File: config.mk
export PLATFORM = sky130hd
export DESIGN_NAME = dma_chan_engine
export DESIGN_NICKNAME = d
export VERILOG_FILES = /design/src/rtl/dma_chan_pkg.sv /design/src/rtl/dma_host_regs.sv /design/src/rtl/dma_addr_step.sv /design/src/rtl/dma_count_step.sv /design/src/rtl/dma_chan_engine.sv
export SDC_FILE = /design/constraint.sdc
export NUM_CORES = 1
export LEC_CHECK = 0
export BUFFER_PORTS_ARGS = -buffer_cell sky130_fd_sc_hd__buf_2
export CORE_UTILIZATION = 25
export DETAILED_ROUTE_END_ITERATION = 7
export GPL_TIMING_DRIVEN = 0
export PLACE_DENSITY = 0.49
export SETUP_SLACK_MARGIN = 0.15
export SLEW_MARGIN = 15
export SYNTH_ARGS = -nofsm -noshare
export SYNTH_HDL_FRONTEND = slang
export SYNTH_SLANG_ARGS = --single-unit
export TNS_END_PERCENT = 20
File: constraint.sdc
create_clock -name clk -period 2.64 [get_ports clk]
set_clock_uncertainty 0.15 [all_clocks]
set_input_delay 0.792 -clock clk [delete_from_list [all_inputs] [get_ports clk]]
set_output_delay 0.792 -clock clk [all_outputs]
set_load 0.005 [all_outputs]
File: src/rtl/dma_chan_pkg.sv
package dma_chan_pkg;
  typedef enum logic [1:0] {
    SEL_ADDR  = 2'd0,
    SEL_COUNT = 2'd1,
    SEL_CTRL  = 2'd2,
    SEL_NONE  = 2'd3
  } reg_sel_e;

  localparam int CTL_EN_BIT   = 0;
  localparam int CTL_AUTO_BIT = 1;
endpackage

File: src/rtl/dma_host_regs.sv
module dma_host_regs
  import dma_chan_pkg::*;
#(
  parameter int ADDR_W = 16,
  parameter int CNT_W  = 14,
  parameter int DATA_W = 16
) (
  input  logic              clk,
  input  logic              rst,
  input  logic              wr_en,
  input  logic [1:0]        wr_sel,
  input  logic [DATA_W-1:0] wr_data,
  input  logic              block_end,
  output logic              en_q,
  output logic              auto_q,
  output logic [ADDR_W-1:0] sh_addr,
  output logic [CNT_W-1:0]  sh_cnt,
  output logic              addr_ld,
  output logic              cnt_ld,
  output logic              reload
);
  logic addr_wr, cnt_wr, ctl_wr, sh_auto;

  always_comb begin
    addr_wr = wr_en && (wr_sel == SEL_ADDR);
    cnt_wr  = wr_en && (wr_sel == SEL_COUNT);
    ctl_wr  = wr_en && (wr_sel == SEL_CTRL);
    addr_ld = addr_wr && !en_q;
    cnt_ld  = cnt_wr && !en_q;
    reload  = block_end && auto_q;
  end

  always_ff @(posedge clk) begin
    if (rst) begin
      sh_addr <= '0;
      sh_cnt  <= '0;
      sh_auto <= 1'b0;
    end else begin
      if (addr_wr) sh_addr <= wr_data[ADDR_W-1:0];
      if (cnt_wr)  sh_cnt  <= wr_data[CNT_W-1:0];
      if (ctl_wr)  sh_auto <= wr_data[CTL_AUTO_BIT];
    end
  end

  always_ff @(posedge clk) begin
    if (rst) begin
      en_q   <= 1'b0;
      auto_q <= 1'b0;
    end else begin
      if (ctl_wr)
        en_q <= wr_data[CTL_EN_BIT];
      else if (block_end && !auto_q)
        en_q <= 1'b0;
      if (ctl_wr && !en_q)
        auto_q <= wr_data[CTL_AUTO_BIT];
      else if (reload)
        auto_q <= sh_auto;
    end
  end

  assert_stop_at_end_R6: assert property (@(posedge clk) disable iff (rst)
    (block_end && !auto_q && !ctl_wr) |=> !en_q);
  assert_stay_on_reload_R7: assert property (@(posedge clk) disable iff (rst)
    (block_end && auto_q && !ctl_wr) |=> en_q);
  assert_mode_held_busy_R9: assert property (@(posedge clk) disable iff (rst)
    (en_q && !block_end) |=> $stable(auto_q));
endmodule

File: src/rtl/dma_addr_step.sv
module dma_addr_step #(
  parameter int ADDR_W = 16
) (
  input  logic              clk,
  input  logic              rst,
  input  logic              load,
  input  logic [ADDR_W-1:0] load_val,
  input  logic              step,
  output logic [ADDR_W-1:0] addr_q
);
  always_ff @(posedge clk) begin
    if (rst)       addr_q <= '0;
    else if (load) addr_q <= load_val;
    else if (step) addr_q <= addr_q + 1'b1;
  end

  assert_addr_ascends_R3: assert property (@(posedge clk) disable iff (rst)
    (step && !load) |=> addr_q == $past(addr_q) + 1'b1);
endmodule

File: src/rtl/dma_count_step.sv
module dma_count_step #(
  parameter int CNT_W     = 14,
  parameter int MARK_LOG2 = 7
) (
  input  logic             clk,
  input  logic             rst,
  input  logic             load,
  input  logic [CNT_W-1:0] load_val,
  input  logic             step,
  output logic [CNT_W-1:0] cnt_q,
  output logic             at_end,
  output logic             tc_q,
  output logic             mark_q
);
  logic [CNT_W-1:0] dec;
  logic             nonzero, mark_now;

  always_comb begin
    nonzero = (cnt_q != '0);
    dec     = cnt_q - 1'b1;
    at_end  = step && !nonzero;
  end

  generate
    if (MARK_LOG2 == 0) begin : g_mark_every
      assign mark_now = step && nonzero;
    end else begin : g_mark_period
      assign mark_now = step && nonzero && (dec[MARK_LOG2-1:0] == '0);
    end
  endgenerate

  always_ff @(posedge clk) begin
    if (rst)                  cnt_q <= '0;
    else if (load)            cnt_q <= load_val;
    else if (step && nonzero) cnt_q <= dec;
  end

  always_ff @(posedge clk) begin
    if (rst) begin
      tc_q   <= 1'b0;
      mark_q <= 1'b0;
    end else begin
      tc_q   <= at_end;
      mark_q <= mark_now;
    end
  end

  assert_count_descends_R4: assert property (@(posedge clk) disable iff (rst)
    (step && nonzero && !load) |=> cnt_q == $past(cnt_q) - 1'b1);
  assert_tc_on_zero_R4: assert property (@(posedge clk) disable iff (rst)
    tc_q |-> $past(cnt_q) == '0);
  assert_tc_mark_apart_R5: assert property (@(posedge clk) disable iff (rst)
    !(tc_q && mark_q));
endmodule

File: src/rtl/dma_chan_engine.sv
module dma_chan_engine
  import dma_chan_pkg::*;
#(
  parameter int ADDR_W    = 16,
  parameter int CNT_W     = 14,
  parameter int DATA_W    = 16,
  parameter int MARK_LOG2 = 7
) (
  input  logic              clk,
  input  logic              rst,
  input  logic              wr_en,
  input  logic [1:0]        wr_sel,
  input  logic [DATA_W-1:0] wr_data,
  input  logic              xfer_strobe,
  output logic [ADDR_W-1:0] mem_addr,
  output logic [CNT_W-1:0]  remaining,
  output logic              chan_en,
  output logic              tc_pulse,
  output logic              mark_pulse
);
  logic              en_q, auto_q, addr_ld, cnt_ld, reload, at_end, step;
  logic [ADDR_W-1:0] sh_addr, addr_src;
  logic [CNT_W-1:0]  sh_cnt, cnt_src;

  assign step     = xfer_strobe && en_q;
  assign addr_src = addr_ld ? wr_data[ADDR_W-1:0] : sh_addr;
  assign cnt_src  = cnt_ld  ? wr_data[CNT_W-1:0]  : sh_cnt;
  assign chan_en  = en_q;

  dma_host_regs #(.ADDR_W(ADDR_W), .CNT_W(CNT_W), .DATA_W(DATA_W)) u_regs (
    .clk(clk), .rst(rst), .wr_en(wr_en), .wr_sel(wr_sel), .wr_data(wr_data),
    .block_end(at_end), .en_q(en_q), .auto_q(auto_q), .sh_addr(sh_addr),
    .sh_cnt(sh_cnt), .addr_ld(addr_ld), .cnt_ld(cnt_ld), .reload(reload)
  );

  dma_addr_step #(.ADDR_W(ADDR_W)) u_addr (
    .clk(clk), .rst(rst), .load(addr_ld || reload), .load_val(addr_src),
    .step(step), .addr_q(mem_addr)
  );

  dma_count_step #(.CNT_W(CNT_W), .MARK_LOG2(MARK_LOG2)) u_cnt (
    .clk(clk), .rst(rst), .load(cnt_ld || reload), .load_val(cnt_src),
    .step(step), .cnt_q(remaining), .at_end(at_end), .tc_q(tc_pulse),
    .mark_q(mark_pulse)
  );

  assert_busy_write_shadow_R8: assert property (@(posedge clk) disable iff (rst)
    (wr_en && wr_sel == SEL_ADDR && en_q && !xfer_strobe) |=> $stable(mem_addr));
  assert_idle_strobe_R10: assert property (@(posedge clk) disable iff (rst)
    (!en_q && xfer_strobe && !wr_en) |=>
      ($stable(mem_addr) && $stable(remaining) && !tc_pulse && !mark_pulse));
endmodule

**Word-level counts from Yosys, hierarchy flattened**

Cells that the tools add are included.
Widths: inputs -> output; s select.

- Flip-flop bits (word level): 65
- Bits in latches: 0
- Bits in writable memories: 0
- ROM bits: 0
- Input port bits: 22
- Memories kept: 0

- Add/sub/neg operators: 2
- Multiply operators: 0
- Div/mod/pow operators: 0
- Magnitude comparators: 0
- Eq/ne operators: 2
- Shift operators: 0
- Mux-type cells: 10
- Bitwise logic cells: 0
- Reduce and logical (&&, ||, !) cells: 24

Operators by type and width:

| kind | number |
|---|---|
| $mux 16 | 3 |
| $mux 14 | 3 |
| $add 16x1->16 const B | 1 |
| $reduce_bool 14->1 | 1 |
| $sub 14x1->14 const B | 1 |
| $logic_and 1x1->1 | 12 |
| $reduce_bool 2->1 | 4 |
| $logic_not 7->1 | 1 |
| $mux 1 | 4 |
| $logic_not 1->1 | 3 |
| $eq 2x1->1 const B | 1 |
| $eq 2x2->1 const B | 1 |
| $logic_not 2->1 | 1 |
| $logic_or 1x1->1 | 2 |

**Logic depth before layout (Yosys ltp)**

Gate-level depths: netlist (run 1).

- Word-level depth: 6
- Gate-level depth with buffers: 10

**Modules after synthesis**

A second synthesis (run 1) with hierarchy kept.

- Cells, all modules: 416
- Area total of the unflattened synthesis: 3672.3 um^2

Modules (own cells, without submodules):

| module | instances | cells an instance | area each (um^2) |
|---|---|---|---|
| dma_host_regs | 1 | 150 | 1228.7 |
| dma_addr_step | 1 | 112 | 984.7 |
| dma_count_step | 1 | 117 | 977.2 |
| dma_chan_engine | 1 | 37 | 481.7 |

**Worst setup path after synthesis (run 1)**

No wires, ideal clock.

- Kind: in2reg
- From: input port wr_sel[1]
- To: register u_addr.addr_q[8]
- Setup time: 74 ps
- Arrival: 2128 ps
- Data required time: 2416 ps
- Slack: 287 ps
- Stages: 6
- Path buffers: 2
- Path through: or3b_2 > clkbuf_1 > nor2_1 > clkbuf_1 > nand2_1 > a31oi_1

- Longest elaborated chain between the ends: 5
- Elaborated cells between the ends (all ways): 7

Ends and longest elaborated chain:

| element | RTL line | text |
|---|---|---|
| start, declared | dma_chan_engine.sv:12 | `input logic [1:0] wr_sel,` |
| $logic_not 2->1 * | dma_host_regs.sv:25 | `addr_wr = wr_en && (wr_sel == SEL_ADDR);` |
| $logic_and 1x1->1 * | dma_host_regs.sv:25 |  |
| $logic_and 1x1->1 * | dma_host_regs.sv:28 | `addr_ld = addr_wr && !en_q;` |
| $mux 16 or $logic_or 1x1->1 (tied branches) | dma_chan_engine.sv:26, dma_chan_engine.sv:37 |  |
| $mux 16 or $reduce_bool 2->1 (tied branches) | -- |  |
| end signal, assigned | dma_addr_step.sv:13 | `else if (load) addr_q <= load_val;` |
| end signal, assigned | dma_addr_step.sv:14 | `else if (step) addr_q <= addr_q + 1'b1;` |
| end, declared | dma_addr_step.sv:9 | `output logic [ADDR_W-1:0] addr_q` |

Every way passes the cells marked *; elsewhere a longest branch is shown, timed or not.
A chain may end at the register's enable or synchronous reset.

**Worst setup path after layout (run 1)**

Ends and elaborated chain as after synthesis.

==> impl_metrics.yaml, run 1 <==
grt:
  grt_start_max_net_pins: 11
  overflow: 0
  grtUsageTotal: 0.170
  grt_antenna_before_repair: 0
  grt_pass1_vias: 3296
  grt_first_pass_wirelength_um: 18200
placed_design:
  pre_cts_ws_ns: -0.468
  gp_congestion: 0.794
  place_area_um2: 3820
  dp_cells: 665
  hpwl_um: 8360
  numPortBuffers: 54
routing:
  drtPass1Iterations: 5
  vias: 3483
  drc_errors: 0
  vias_per_cell: 5.08
  wl_per_cell_um: 16.9
  drt-initial-drc-count: 243
  wirelength_um: 11600
  ant_nets: 0
cts:
  cts_buffers: 9
  cts_max_level: 3
  tritoncts: "done"
  clock_path_buffers: 2
  clk_latency_ns: 0.33
  cts_root_buffer: "clkbuf_16"
  path_clk_slew_ns: 0.06
  ctsHoldBuffers: 0
  cts.sinks: 65
pwr:
  ir_drop_uv: 332
  leakage_nw: 1.62
  power_mw: 2.60
  p_per_area_nw_per_um2: 616
synthesis:
  netlist_area_um2: 3340
  synth_cells: 439
  synth_cell_types: 54
  ys_seq_area_frac: 0.390
  ys_async_sr_fraction: 0
  synth.largest_area_cell: "dfxtp_1"
  synth_top_area_frac: 0.390
  yosys-top-cells-area: "dfxtp_1, nand2_1, a21oi_1"
  yosys_warnings: 0
  syn_nets: 464
  synth_edf_count: 0
  synthFlopType: "dfxtp_1"
  avgSynthCellArea_um2: 7.61
  synth_seq_cells: 65
die:
  initial_core_util: 0.260
  die_y_um: 118
  die_area_um2: 13800
  num_io_pins: 55
  fp.dieW_um: 118
  core_region_area_um2: 12800
  row_count: 41
timing:
  fmax_mhz: 415
  rsz0062_at_grt: "yes"
  fin_crit_sh: 0.914
  setup_ws_ns: 0.228
  max_slew.worst_pin.slew_ns: 0.753
  whs_ns: 0.305
  fin_crit_ns: 2.41
  setup-violations-final: 0
  timing.setup.tns_ns: 0
  slew_violations: 0
  hold_viol_final: 0
  slew_headroom: 0.498
finish:
  finish.utilization: 0.329
  nNetsFinal: 533
  drive_gt1_frac: 0.211
  antennaDiodeCount: 0
  syn2layout_area_growth_pct: 26.5
  final_area_um2: 4220
  final_cell_mix: "nand2_1, dfxtp_1, buf_2"
  layout_commonest_cell: "nand2_1"
  fillerInstances: 1386
  finalNonFillerCells: 685
flow_run:
  cap_violations: 0
worst_setup_path:
  reg2reg_slack_ns: 0.24
  worst-path-max-fanout: 10
  r2r_start: "u_cnt.cnt_q[0]$_SDFFE_PP0P_"
  r2r_end: "u_addr.addr_q[8]$_SDFFE_PP0P_"
  critPathSlowestCell: "or3b_2"
  rr_worst_depth: 9
  path_cells: "buf_2 -> or3b_2 -> clkbuf_1 -> nor2_4 -> clkbuf_2 -> nand2_1 -> a31oi_1"
  cp.required_ns: 2.74
  critPathLaunch: "wr_sel[1]"
  critPathKind: "in -> reg"
  endpoint_kind: "register"
  cp-endpoint: "u_addr.addr_q[8]$_SDFFE_PP0P_"
  critPathLaunchType: "primary input"
  path_depth: 7
  cp.buffers_inverters: 3
  crit_arrival_ns: 2.51
  critPathTopFamily: "simple AND/OR/NAND/NOR gates"
  cp_slowest_stage_delay_ns: 0.46
worst_hold_path:
  min_path_cells: 2
  hold_class: "reg -> reg"
  min_from: "u_regs.sh_cnt[0]$_SDFFE_PP0N_"
run_status:
  outcome: "complete, no violations"
[state kept, by name, summed over array words and instances (netlist names)]
register,flops
u_regs.sh_cnt,14
u_regs.sh_addr,16
u_addr.addr_q,16
u_cnt.tc_q,1
u_cnt.cnt_q,14
u_cnt.mark_q,1
u_regs.sh_auto,1
u_regs.en_q,1
u_regs.auto_q,1
[layout make-up]
class,instances,area (µm²),share of cell area
Clock inverter,3,15.0,0.00355
Timing Repair Buffer,58,300,0.0711
Tap cell,172,215,0.0509
Multi-Input combinational cell,339,1960,0.464
Sequential cell,65,1300,0.308
Clock buffer,13,260,0.0616
Inverter,5,18.8,0.00444
Buffer,30,151,0.0358
[power breakdown]
group | switching (mW) | internal (mW)
clock | 0.433 | 0.682
sequential | 0.0468 | 1.03
combinational | 0.236 | 0.176
[what timing repair did]
item / in CTS / in global routing
gates resized for setup: 12 / 17
cloned: 0 / 0
buffers inserted: 2 / 2
pin swaps: 1 / 3
endpoints found under the setup margin: 26 / 28
[per-layer routing]
layer,global-route usage,part of all wire
met5,0,0
met4,0.0529,0.012
met3,0.0378,0.049
met2,0.267,0.46
met1,0.231,0.48
[cell families (layout without fill, tap and decap cells)]
| kind of cell | count (synthesis) | count (layout) | synth area share |
|---|---|---|---|
| compound gates | 105 | 105 | 0.198 |
| xor+xnor | 20 | 20 | 0.0525 |
| fa+ha+maj | 3 | 3 | 0.0112 |
| buf+inv | 35 | 109 | 0.0461 |
| flops | 65 | 65 | 0.390 |
| mux | 3 | 3 | 0.00937 |
| simple gates | 208 | 208 | 0.293 |
[Yosys cell counts (2+ instances only)]
| master | number |
|---|---|
| nor4_1 | 8 |
| o211ai_1 | 13 |
| nand4_1 | 7 |
| dfxtp_1 | 65 |
| nand3b_1 | 5 |
| o21ai_0 | 12 |
| a21oi_1 | 50 |
| a211oi_1 | 2 |
| nand3_1 | 8 |
| mux2i_1 | 2 |
| nor3_1 | 16 |
| buf_6 | 2 |
| xor2_1 | 7 |
| o32a_1 | 2 |
| buf_2 | 6 |
| inv_1 | 5 |
| ha_1 | 3 |
| a21o_1 | 3 |
| o221ai_1 | 3 |
| and2_1 | 2 |
| nor2_1 | 42 |
| a311oi_1 | 3 |
| a2111oi_2 | 2 |
| o22ai_1 | 3 |
| nor4b_1 | 2 |
| and3_1 | 4 |
| a31oi_1 | 3 |
| nand2_1 | 96 |
| clkbuf_1 | 20 |
| xnor2_1 | 13 |
| or4_1 | 2 |
| buf_1 | 2 |
| nand2b_1 | 5 |
[worst min path at each step]
stage	to	slack (ns)
floorplan	u_regs.sh_addr[15]$_SDFFE_PP0N_	0.28
global placement	u_regs.sh_cnt[11]$_SDFFE_PP0N_	0.29
detailed placement	u_regs.sh_addr[15]$_SDFFE_PP0N_	0.30
CTS	u_regs.sh_addr[15]$_SDFFE_PP0N_	0.30
global route	u_regs.sh_addr[1]$_SDFFE_PP0N_	0.32
finish	u_regs.sh_cnt[0]$_SDFFE_PP0N_	0.30
[worst register-to-register path, cell delays in order, from the launching register on]
cell,delay [ns]
dfxtp_1,0.34
inv_1,0.14
ha_4,0.18
or3b_4,0.43
nor3_4,0.17
nand3_1,0.12
buf_4,0.21
clkbuf_4,0.21
o211ai_1,0.19
a31oi_1,0.11
Note: power is estimated with default switching activity, not from simulation.
==> run 2, diff against run 1 <==
--- a/config.mk
+++ b/config.mk
@@ -6,13 +6,12 @@
 export NUM_CORES = 1
 export LEC_CHECK = 0
 export BUFFER_PORTS_ARGS = -buffer_cell sky130_fd_sc_hd__buf_2
-export CORE_UTILIZATION = 25
+export CORE_UTILIZATION = 40
 export DETAILED_ROUTE_END_ITERATION = 7
 export GPL_TIMING_DRIVEN = 0
-export PLACE_DENSITY = 0.49
+export PLACE_DENSITY = 0.67
 export SETUP_SLACK_MARGIN = 0.15
 export SLEW_MARGIN = 15
 export SYNTH_ARGS = -nofsm -noshare
 export SYNTH_HDL_FRONTEND = slang
 export SYNTH_SLANG_ARGS = --single-unit
-export TNS_END_PERCENT = 20
==> run 2 against run 1 <==
First-iteration DRC count rose by 37%; via count grew 0.40%; design area fell by 5.1%; sequential power is essentially flat; global-route usage up 8.0 points; clock power fell by 29%; non-clock buffer count down 1; sequential cell count is the same; register-to-register slack better by 0.02 ns; combinational power shrank 3%; clock-buffer cell count is 1 lower; critical path depth increased by 1; critical endpoint is now u_cnt.cnt_q[8]$_SDFFE_PP0P_; largest cell class unchanged; largest power group is now sequential cells; highest routed layer unchanged.
==> impl_metrics.yaml, run 2 (synthesis results as in run 1) <==
finish:
  final_cell_mix: "nand2_1, dfxtp_1, buf_2"
  nNetsFinal: 532
  fillerInstances: 788
  reg_top3: "u_addr.addr_q (16), u_regs.sh_addr (16)"
  antennaDiodeCount: 0
  layout_commonest_cell: "nand2_1"
  syn2layout_area_growth_pct: 20.0
  drive_gt1_frac: 0.207
routing:
  ant_nets: 0
  wl_per_cell_um: 17.0
  vias_per_cell: 5.70
  drc_errors: 0
  drtPass1Iterations: 5
  vias: 3497
  wirelength_um: 10400
  drt-initial-drc-count: 334
timing:
  rsz0062_at_grt: "yes"
  setup_ws_ns: 0.257
  max_slew.worst_pin.slew_ns: 0.629
  slew_violations: 0
  slew_headroom: 0.580
  setup-violations-final: 0
  fin_crit_sh: 0.903
  whs_ns: 0.306
  fin_crit_ns: 2.38
  fmax_mhz: 420
  hold_viol_final: 0
die:
  die_area_um2: 8720
  num_io_pins: 55
  fp.dieW_um: 93.4
  row_count: 32
  core_region_area_um2: 7890
  die_y_um: 93.4
  initial_core_util: 0.423
cts:
  clk_latency_ns: 0.35
  cts_root_buffer: "clkbuf_8"
  path_clk_slew_ns: 0.07
  cts_max_level: 3
  tritoncts: "done"
  cts.sinks: 65
  cts_buffers: 9
  clock_path_buffers: 2
worst_setup_path:
  critPathTopFamily: "simple AND/OR/NAND/NOR gates"
  critPathKind: "reg -> reg"
  endpoint_kind: "register"
  path_cells: "buf_6 -> or4_4 -> nor3_4 -> nand3_1 -> buf_4 -> clkbuf_4 -> o211ai_1 -> a21oi_1"
  critPathSlowestCell: "or4_4"
  crit_arrival_ns: 2.44
  cp.buffers_inverters: 3
  cp.required_ns: 2.70
  critPathLaunchType: "register"
  worst-path-max-fanout: 10
  cp_slowest_stage_delay_ns: 0.57
run_status:
  outcome: "complete, no violations"
grt:
  grt_start_max_net_pins: 11
  use_met1: 0.344
  grt_antenna_before_repair: 0
  grtUsageTotal: 0.251
  grt_pass1_vias: 3274
  grt_use_met2: 0.387
  overflow: 0
  gr-max-usage-layer: "met2"
  grt_first_pass_wirelength_um: 16500
  met3_usage: 0.0317
placed_design:
  pre_cts_ws_ns: -0.354
  numPortBuffers: 54
  gp_congestion: 0.851
  hpwl_um: 7510
pwr:
  leakage_nw: 1.57
  p_per_area_nw_per_um2: 566
  ir_drop_uv: 258
flow_run:
  cap_violations: 0
worst_hold_path:
  hold_class: "reg -> reg"
==> run 2: cell types whose count changed in the layout (fill, tap and decap cells not counted), moves of 2 or more <==
cell	change
clkbuf_8	+10
clkbuf_16	-9
buf_4	-3
clkbuf_2	-2
inv_1	-2
inv_2	+2
==> run 2: layout make-up <==
type | count | area [µm²] | area share
multi-input cells | 339 | 1940 | 0.484
flip-flops and latches | 65 | 1300 | 0.325
repair buffers | 57 | 293 | 0.0731
clock buffers | 12 | 165 | 0.0412
plain buffers | 30 | 146 | 0.0365
well taps | 102 | 128 | 0.0318
inverters | 5 | 18.8 | 0.00468
clock inverters | 3 | 15.0 | 0.00375
==> run 2: timing repair <==
item,4_1_cts,5_1_grt
hold buffers,0,0
setup endpoints to repair,24,26
buffers inserted,2,1
gates resized for setup,10,13
pin swaps,1,2
==> run 2: stage by stage <==
stage	total power [mW]	setup TNS, ns	cell area (µm²)	util	std cells
floorplan	1.32	0	3340	-	439
global placement	1.45	-3.85	3740	0.474	595
detailed placement	1.45	-4.72	3740	0.474	595
CTS	2.26	0	3960	0.502	612
global route	2.37	0	4010	0.508	613
finish	2.27	0	4010	0.508	613
==> run 2: power by group <==
group | total [mW] | internal, mW | switching (mW)
Clock | 0.799 | 0.408 | 0.391
Sequential | 1.07 | 1.02 | 0.0463
Combinational | 0.401 | 0.173 | 0.227
Total | 2.27 | 1.60 | 0.665
==> run 2: final timing paths <==
path	startpoint	end	slack, ns	depth (start not counted)
max	u_cnt.cnt_q[4]$_SDFFE_PP0P_	u_cnt.cnt_q[8]$_SDFFE_PP0P_	0.26	8
min reg2reg	u_regs.sh_cnt[11]$_SDFFE_PP0N_	u_regs.sh_cnt[11]$_SDFFE_PP0N_	0.31	2
max reg2reg	u_cnt.cnt_q[4]$_SDFFE_PP0P_	u_cnt.cnt_q[8]$_SDFFE_PP0P_	0.26	8
min	u_regs.sh_cnt[11]$_SDFFE_PP0N_	u_regs.sh_cnt[11]$_SDFFE_PP0N_	0.31	2
==> run 2: per-layer routing <==
| metal | vias to the layer above | part of all wire |
|---|---|---|
| li1 | 1684 | - |
| met1 | 1655 | 0.45 |
| met2 | 135 | 0.47 |
| met3 | 23 | 0.060 |
| met4 | 0 | 0.026 |
| met5 | - | 0 |
==> run 2: worst reg2reg max path, cell delays in order, from the launching register on <==
cell and delay (ns):
dfxtp_1 0.32, buf_6 0.14, or4_4 0.57, nor3_4 0.22, nand3_1 0.12, buf_4 0.21
clkbuf_4 0.22, o211ai_1 0.20, a21oi_1 0.10
==> run 3, diff against run 2 <==
==> constraint.sdc (replaced) <==
create_clock -name clk -period 2.3 [get_ports clk]
set_clock_uncertainty 0.15 [all_clocks]
set_input_delay 0.69 -clock clk [delete_from_list [all_inputs] [get_ports clk]]
set_output_delay 0.69 -clock clk [all_outputs]
set_load 0.005 [all_outputs]
==> run 3 against run 2 <==
Clock power is 38% higher; final cell count increased by 4.4%; non-clock buffer count increased by 26; sequential cell count unchanged; fmax up 5.3%; core utilization is 7.5 points higher; design area grew 15%; critical path depth fell by 1; global-route usage grew 1.9 points.
==> impl_metrics.yaml, run 3 (synthesis results as in run 1) <==
run_status:
  outcome: "complete, no violations"
routing:
  drtPass1Iterations: 6
  drt-initial-drc-count: 393
  wirelength_um: 11900
  drc_errors: 0
  wl_per_cell_um: 18.6
  vias: 3767
  ant_nets: 0
  vias_per_cell: 5.89
die:
  die_y_um: 93.4
  initial_core_util: 0.423
  die_area_um2: 8720
  fp.dieW_um: 93.4
  num_io_pins: 55
  row_count: 32
  core_region_area_um2: 7890
grt:
  grtUsageTotal: 0.269
  met3_usage: 0.0374
  overflow: 0
  grt_first_pass_wirelength_um: 17900
  grt_start_max_net_pins: 13
  grt_pass1_vias: 3514
  grt_antenna_before_repair: 0
  use_met1: 0.358
  grt_use_met2: 0.430
  gr-max-usage-layer: "met2"
worst_setup_path:
  cp_slowest_stage_delay_ns: 0.36
  critPathSlowestCell: "dfxtp_4"
  cp.buffers_inverters: 2
  worst-path-max-fanout: 5
  critPathLaunchType: "register"
  cp.required_ns: 2.41
  critPathKind: "reg -> reg"
  critPathTopFamily: "simple AND/OR/NAND/NOR gates"
  path_cells: "buf_12 -> nor4_4 -> nand4_1 -> or2_1 -> a21o_1 -> buf_6 -> a311oi_2"
  endpoint_kind: "register"
  crit_arrival_ns: 2.37
timing:
  slew_violations: 0
  fmax_mhz: 442
  fin_crit_sh: 0.984
  max_slew.worst_pin.slew_ns: 0.698
  setup-violations-final: 0
  hold_viol_final: 0
  setup_ws_ns: 0.0369
  fin_crit_ns: 2.26
  slew_headroom: 0.535
  rsz0062_at_grt: "yes"
finish:
  layout_commonest_cell: "nand2_1"
  drive_gt1_frac: 0.320
  final_cell_mix: "nand2_1, buf_2, dfxtp_1"
  reg_top3: "u_addr.addr_q (16), u_regs.sh_addr (16)"
  syn2layout_area_growth_pct: 37.8
  antennaDiodeCount: 0
  nNetsFinal: 558
cts:
  cts_max_level: 3
  cts_buffers: 9
  clk_latency_ns: 0.35
  clock_path_buffers: 2
  path_clk_slew_ns: 0.08
  ctsHoldBuffers: 0
  cts_root_buffer: "clkbuf_8"
  cts.sinks: 65
  tritoncts: "done"
pwr:
  power_mw: 2.92
  leakage_nw: 1.81
  ir_drop_uv: 297
  p_per_area_nw_per_um2: 636
flow_run:
  cap_violations: 0
placed_design:
  numPortBuffers: 54
  gp_congestion: 0.846
  hpwl_um: 7380
  pre_cts_ws_ns: -0.446
worst_hold_path:
  hold_class: "reg -> reg"
[run 3: changes by cell type in the layout (fill, tap and decap cells not counted), moves of 5 or more]
cell	before	now
nor3_1	15	10
o21ai_0	11	4
o21ai_1	2	7
dfxtp_2	0	5
buf_4	4	22
clkbuf_1	17	12
dfxtp_1	65	58
[run 3: worst paths after layout]
check,depth (start not counted),slack (ns),from,end
setup reg to reg,7,0.04,u_cnt.cnt_q[7]$_SDFFE_PP0P_,u_cnt.cnt_q[13]$_SDFFE_PP0P_
hold / removal,2,0.31,u_regs.sh_addr[4]$_SDFFE_PP0N_,u_regs.sh_addr[4]$_SDFFE_PP0N_
hold reg to reg,2,0.31,u_regs.sh_addr[4]$_SDFFE_PP0N_,u_regs.sh_addr[4]$_SDFFE_PP0N_
setup / recovery,7,0.04,u_cnt.cnt_q[7]$_SDFFE_PP0P_,u_cnt.cnt_q[13]$_SDFFE_PP0P_
[run 3: repair_timing]
action | CTS | global route
gates cloned | 3 | 1
gates resized for setup | 45 | 51
setup buffers | 19 | 6
pin swaps | 15 | 13
endpoints found under the setup margin | 32 | 32
[run 3: layer usage]
metal  share of wire  up-vias
met1            0.42     1801
met5               0        -
met3           0.077       37
li1                -     1728
met4           0.031        0
met2            0.48      201
[run 3: per-stage QoR]
step / hold WS [ns] / util / instance area, µm² / cells / TNS, ns
finish: 0.305 / 0.583 / 4600 / 640 / 0
global route: 0.327 / 0.583 / 4600 / 640 / -0.0707
CTS: 0.307 / 0.553 / 4360 / 633 / 0
detailed placement: 0.297 / 0.476 / 3760 / 595 / -8.22
global placement: 0.290 / 0.476 / 3760 / 595 / -7.03
floorplan: 0.283 / - / 3360 / 439 / 0
[run 3: cell type report]
type                            count  area, µm²
Multi-Input combinational cell    339       2160
Buffer                             30        204
Timing Repair Buffer               83        552
Sequential cell                    65       1320
Tap cell                          102        128
Inverter                            5       18.8
Clock inverter                      7       95.1
Clock buffer                        9        124
Fill cell                         694       3290
[run 3: power by group]
group	switching, mW	internal [mW]
Sequential	0.0601	1.18
Clock	0.494	0.608
Combinational	0.315	0.272
[run 3: worst register-to-register path, cell delays in order, from the launching register on]
cell	delay, ns
dfxtp_4	0.36
buf_12	0.12
nor4_4	0.29
nand4_1	0.25
or2_1	0.31
a21o_1	0.26
buf_6	0.17
a311oi_2	0.27
